==> src/rtl/ratio_divider_pkg.sv <==
package ratio_divider_pkg;

  // Which output phase the counter is currently timing.
  typedef enum logic {
    PH_LOW  = 1'b0,
    PH_HIGH = 1'b1
  } phase_e;

endpackage

==> src/rtl/sig_fall_detect.sv <==
module sig_fall_detect #(
  parameter int STAGES = 2
) (
  input  logic clk,
  input  logic rst,
  input  logic async_in,
  output logic fall
);

  localparam int MSB = STAGES - 1;

  logic [MSB:0] chain_q;
  logic         prev_q;

  generate
    if (STAGES == 1) begin : g_single
      always_ff @(posedge clk) begin
        if (rst) chain_q <= '0;
        else     chain_q <= async_in;
      end
    end else begin : g_chain
      always_ff @(posedge clk) begin
        if (rst) chain_q <= '0;
        else     chain_q <= {chain_q[MSB-1:0], async_in};
      end
    end
  endgenerate

  always_ff @(posedge clk) begin
    if (rst) prev_q <= 1'b0;
    else     prev_q <= chain_q[MSB];
  end

  // A completed period: the synchronized level was high and is now low.
  assign fall = prev_q & ~chain_q[MSB];

  AST_FALL_ONE_CYCLE: assert property (@(posedge clk) disable iff (rst)
    fall |=> !fall);

endmodule

==> src/rtl/phase_counter.sv <==
module phase_counter
  import ratio_divider_pkg::*;
#(
  parameter int LEN_W = 15
) (
  input  logic             clk,
  input  logic             rst,
  input  logic             tick,
  input  logic [LEN_W-1:0] hi_len,
  input  logic [LEN_W-1:0] lo_len,
  output logic             out_level
);

  localparam int CW = LEN_W + 1;

  phase_e           phase_q;
  logic [LEN_W-1:0] cnt_q;
  logic [LEN_W-1:0] act_len_q;
  logic [CW-1:0]    cnt_inc;
  logic             hit;
  logic [LEN_W-1:0] hi_eff;
  logic [LEN_W-1:0] lo_eff;

  // A length of zero is treated as one.
  assign hi_eff  = (hi_len == '0) ? LEN_W'(1) : hi_len;
  assign lo_eff  = (lo_len == '0) ? LEN_W'(1) : lo_len;
  assign cnt_inc = {1'b0, cnt_q} + CW'(1);
  assign hit     = (cnt_inc == {1'b0, act_len_q});

  always_ff @(posedge clk) begin
    if (rst) begin
      phase_q   <= PH_LOW;
      cnt_q     <= '0;
      act_len_q <= lo_eff;
    end else if (tick) begin
      if (hit) begin
        cnt_q <= '0;
        if (phase_q == PH_LOW) begin
          phase_q   <= PH_HIGH;
          act_len_q <= hi_eff;
        end else begin
          phase_q   <= PH_LOW;
          act_len_q <= lo_eff;
        end
      end else begin
        cnt_q <= cnt_inc[LEN_W-1:0];
      end
    end
  end

  assign out_level = (phase_q == PH_HIGH);

  AST_RESET_STATE: assert property (@(posedge clk)
    $past(rst) |-> (phase_q == PH_LOW && cnt_q == '0));
  AST_TOGGLE_ONLY_ON_TICK: assert property (@(posedge clk) disable iff (rst)
    !$stable(phase_q) |-> $past(tick));
  AST_RESTART_ON_TOGGLE: assert property (@(posedge clk) disable iff (rst)
    !$stable(phase_q) |-> cnt_q == '0);
  AST_COUNT_BELOW_LIMIT: assert property (@(posedge clk) disable iff (rst)
    cnt_q < act_len_q);
  AST_LEN_NONZERO: assert property (@(posedge clk) disable iff (rst)
    act_len_q != '0);
  AST_LEN_HELD_IN_PHASE: assert property (@(posedge clk) disable iff (rst)
    $stable(phase_q) |-> $stable(act_len_q));
  AST_IDLE_HOLDS: assert property (@(posedge clk) disable iff (rst)
    !tick |=> $stable(cnt_q) && $stable(phase_q));

endmodule

==> src/rtl/ratio_divider.sv <==
module ratio_divider #(
  parameter int LEN_W       = 15,
  parameter int SYNC_STAGES = 2
) (
  input  logic             clk,
  input  logic             rst,
  input  logic             sig_in,
  input  logic [LEN_W-1:0] high_len,
  input  logic [LEN_W-1:0] low_len,
  input  logic             enable,
  output logic             div_out
);

  logic fall;
  logic tick;

  sig_fall_detect #(
    .STAGES(SYNC_STAGES)
  ) u_detect (
    .clk      (clk),
    .rst      (rst),
    .async_in (sig_in),
    .fall     (fall)
  );

  // Edges seen while disabled are dropped, not deferred.
  assign tick = fall & enable;

  phase_counter #(
    .LEN_W(LEN_W)
  ) u_count (
    .clk       (clk),
    .rst       (rst),
    .tick      (tick),
    .hi_len    (high_len),
    .lo_len    (low_len),
    .out_level (div_out)
  );

  AST_FROZEN_WHEN_DISABLED: assert property (@(posedge clk) disable iff (rst)
    !enable |=> $stable(div_out));

endmodule

==> config.mk <==
export PLATFORM = sky130hd
export DESIGN_NAME = ratio_divider
export DESIGN_NICKNAME = d
export VERILOG_FILES = /design/src/rtl/ratio_divider_pkg.sv /design/src/rtl/sig_fall_detect.sv /design/src/rtl/phase_counter.sv /design/src/rtl/ratio_divider.sv
export SDC_FILE = /design/constraint.sdc
export NUM_CORES = 1
export LEC_CHECK = 0
export BUFFER_PORTS_ARGS = -buffer_cell sky130_fd_sc_hd__buf_2
export CORE_UTILIZATION = 25
export DETAILED_ROUTE_END_ITERATION = 8
export PLACE_DENSITY = 0.49
export SLEW_MARGIN = 20
export SYNTH_ARGS = -nofsm -noshare
export SYNTH_HDL_FRONTEND = slang
export SYNTH_HIERARCHICAL = 1
export SYNTH_SLANG_ARGS = --single-unit
==> constraint.sdc <==
create_clock -name clk -period 6.6 [get_ports clk]
set_input_delay 0.33 -clock clk [delete_from_list [all_inputs] [get_ports clk]]
set_output_delay 0.33 -clock clk [all_outputs]
set_load 0.05 [all_outputs]
==> results list <==
* Run status: finished, final reports clean
* Number of inserted diodes: 0
- Of the total synthesized cell area, the portion taken by full adders, half adders and majority gates is 0.570%.
- HP Class: in2reg
- A synthesized cell averages 9.37 um^2.
- Counting instances, the worst hold path has a depth of 2.
* Ys flop type: sky130_fd_sc_hd__dfxtp_1
- Slew at the pin closest to its max-slew limit: 0.911 ns
- Quantity of hold-fixing buffers added after cts: 0
* Clock latency on the worst-skew pair: 0.28 ns
- Once detailed placement completed, the half-perimeter wirelength came to 3940 um.
- Final Max Tran Viols: 0
- Routed len/inst: 14.1 um
- In the final timing run, aggregate negative setup slack is 0 ns.
* Dominant combinational cell family by area after synthesis: simple AND/OR/NAND/NOR gates
- Clock-pin slew was measured on the worst setup and hold paths at 0.07 ns.
- The die covers 0.00915 mm^2.
* Multiplexer fraction of the synthesized cell area: 0.913%
* Cell taking the most area after synthesis: sky130_fd_sc_hd__edfxtp_1
- Deepest clock path buffer count: 2
- Antenna violations before repair: 0
- Maximum cell stage delay along the critical path: 0.81 ns
- Largest voltage drop on the vdd net: 78.2 uV
- Count of endpoints failing hold in the final timing report: 0
* Total routing resource utilization after global routing: 12.4%
* Weighted congestion at the end of routability-driven global placement: 0.833
- Clock tree from TritonCTS: built
- # placed instances: 359
- Wire length of the first global-routing pass: 8580 um
- For this block, the via count after detailed routing is 1817.
- The number of cells on the worst reg-to-reg path is 7.
- Post-layout min period: 3.58 ns
* Worst Setup Slack, final: 3.02 ns
- Once the clock tree was built, the setup fixing pass inserted 0 buffers.
* Number of filler instances in the final layout: 892
* Post-route DRC violation count: 0
* Number of nets in the layout: 296
- Fmax: 0.279 GHz
- Yosys mapped a number of flops with a built-in enable equal to 15.
* Die Wd: 95.7 um
- Die Y: 95.7 um
- Final setup viols: 0
- Across the run, the number of max-cap violations was 0.
- Summing the areas of all compound-gate instances in the mapped netlist gives 18.8% of the synthesized area.
- Cells with a size suffix above 1 make up 21.0% of the layout.
* Required time of the critical path: 6.51 ns
- First drt pass iteration count: 4
- Setup repair after global routing left no endpoint under its margin.
- Yosys printed 6 warnings.
* Initial DRC Count: 140
* Synth Net Count: 269
- Hold Path End: u_detect/chain_q[0]
- CP max-delay cell: sky130_fd_sc_hd__o21bai_2
- Worst R2R Start: u_count/cnt_q[0]
- The routed design has 5190 um of wire.
- In this run the register-to-register setup slack is 3.02 ns.
- Post-synthesis share of cell area spent on xor and xnor gates: 9.01%
- Core Box Area: 0.00834 mm^2
- The number of different library cells used by synthesis comes to 58.
- The H-tree generated during clock tree synthesis spans 2 levels.
* Area share of the largest cell type after synthesis: 20.5%
- Cell types occupying the most area after synthesis: sky130_fd_sc_hd__edfxtp_1 21%, sky130_fd_sc_hd__dfxtp_1 17%, sky130_fd_sc_hd__xnor2_1 5.6%, sky130_fd_sc_hd__nand2_1 4.8%, sky130_fd_sc_hd__a22o_1 4.0%
- Ratio of total power to cell area: 181 mW/mm^2
- Final antenna-violating net count: 0
- STA classifies the critical path startpoint as a register.
- Fraction of the cycle the final worst path needs: 54.3%
- Leak pwr: 0.000884 uW
- Entering global routing, the biggest net connects 21 pins.
* Number of synthesized register bits: 34
- STA classifies the critical path endpoint as a register.
- Series of cell instances along the critical path: ha_1, nand3_1, nor4_1, o21ai_0, o311ai_0, nand4_4, o21bai_2
* Commonest non-fill, non-tap cell in the layout: sky130_fd_sc_hd__buf_2
- Between clock sinks in the finished design, the worst skew comes to 0.00855 ns.
* Starting Density: 26.3%
* Post-synthesis instance total: 234
* Resized Gates After CTS: 0
- Simple-gate area share of the yosys netlist: 27.8%
- RR Endpoint: u_count/act_len_q[7]
- By startpoint and endpoint, the worst setup path is classified as reg2reg.
- Vias in the first global route: 1730
- From synthesis to final layout, the design area changed by 14.2%.
* Synth Cell Area: 0.00219 mm^2
* Pre-CTS WS: 3.04 ns
* Port bufs: 34
- Portion of the post-synthesis area used by sequential elements: 37.9%
- Top-Level Pins: 35
* Final Power: 453 uW
- After global routing the overflow that remains totals 0.
- The library cells used most frequently in the layout, excluding fill and tap cells, are 34 x sky130_fd_sc_hd__buf_2, 28 x sky130_fd_sc_hd__nand2_1, 19 x sky130_fd_sc_hd__dfxtp_1, 15 x sky130_fd_sc_hd__edfxtp_1, 14 x sky130_fd_sc_hd__xnor2_1.
- In this run the most critical hold path is launched from sig_in.
* Number of vias per cell: 4.95
- After synthesis, the share of flip-flops with an asynchronous set or reset is 0%.
- Relative slew slack: 38.5%
- Fin cells: 367
- Of all nets on the critical path, the largest fanout is 20.
- Clk Tree Root Cell: sky130_fd_sc_hd__clkbuf_8
- Placement row count: 33
- Buffers inserted during clock tree synthesis total 5.
- Data on the critical path arrives at its endpoint at 3.49 ns.
- The clock net in this run drives a total of 34 sinks.
-- stage by stage --
step / hold slack, ns / instance area, um^2 / util, %
after floorplan: 0.402 / 2190 / -
after global routing: 0.313 / 2500 / 30.0
after detailed placement: 0.426 / 2410 / 28.9
after CTS: 0.267 / 2500 / 30.0
final: 0.280 / 2500 / 30.0
after global placement: 0.416 / 2410 / 28.9
-- cells in the mapped netlist, drive strengths merged, types with 4 or more instances --
| library cell | number |
|---|---|
| buf | 8 |
| inv | 7 |
| and3 | 5 |
| clkbuf | 6 |
| nor2b | 7 |
| xnor2 | 14 |
| nand2b | 5 |
| xor2 | 6 |
| nor3 | 4 |
| a31oi | 6 |
| nand3 | 10 |
| nor4 | 10 |
| nand2 | 28 |
| nand4 | 7 |
| dfxtp | 19 |
| a22o | 10 |
| o21ai | 8 |
| nand4b | 4 |
| edfxtp | 15 |
| o311ai | 4 |
| nor2 | 13 |
-- power by group --
part	internal, uW	leakage, uW	total [uW]	switching (uW)
combinational	25.0	0.000537	51.1	26.1
sequential	231	0.000300	239	7.74
clock	83.9	0.0000472	163	79.0
total	340	0.000884	453	113
-- how the worst max path moves through the flow --
stage | to | depth (start not counted) | startpoint | slack, ns
after global placement | u_count/act_len_q[10] | 7 | u_count/cnt_q[0] | 3.11
final | u_count/act_len_q[7] | 7 | u_count/cnt_q[0] | 3.02
after global routing | u_count/act_len_q[7] | 7 | u_count/cnt_q[0] | 2.67
after floorplan | u_count/act_len_q[0] | 7 | u_count/cnt_q[0] | 3.70
after detailed placement | u_count/act_len_q[7] | 7 | u_count/cnt_q[0] | 3.04
after CTS | u_count/act_len_q[7] | 7 | u_count/cnt_q[0] | 2.98
-- flip-flops by register name, summed over array words and instances, names as in the netlist --
name	cells
u_count/out_level	1
u_detect/prev_q	1
u_count/act_len_q	15
u_detect/chain_q	2
u_count/cnt_q	15
-- layer usage --
layer / global-route usage, % / part of all wire, %
met4: 4.10 / 1.1
met5: 0 / 0
met1: 16.6 / 50
met3: 2.15 / 3.1
met2: 20.0 / 46
-- layout make-up --
| type | instances | area, um^2 | area share [%] |
|---|---|---|---|
| sequential | 34 | 831 | 33.2 |
| inverter | 7 | 26.3 | 1.05 |
| clock inverter | 2 | 12.5 | 0.500 |
| tap | 105 | 131 | 5.24 |
| clock buffer | 6 | 82.6 | 3.30 |
| multi-input combinational | 179 | 1250 | 50.0 |
| timing repair buffer | 34 | 170 | 6.79 |
-- critical path, delay by kind of cell (launching register included) --
| family | cells | cell delay (ns) |
|---|---|---|
| adders and majority gates | 1 | 0.32 |
| and+or+nand+nor | 3 | 1.23 |
| AOI/OAI and AO/OA | 3 | 1.19 |
| DFF | 1 | 0.44 |
-- logic make-up (layout without fill, tap and decap cells) --
logic type / count (synthesis) / count (layout)
xor gates and xnor gates: 21 / 21
adders and majority gates: 1 / 1
buffers and inverters: 21 / 49
and+or+nand+nor: 105 / 105
AOI/OAI and AO/OA: 50 / 50
muxes: 2 / 2
DFF: 34 / 34
Power figures use the tool's default switching activity.
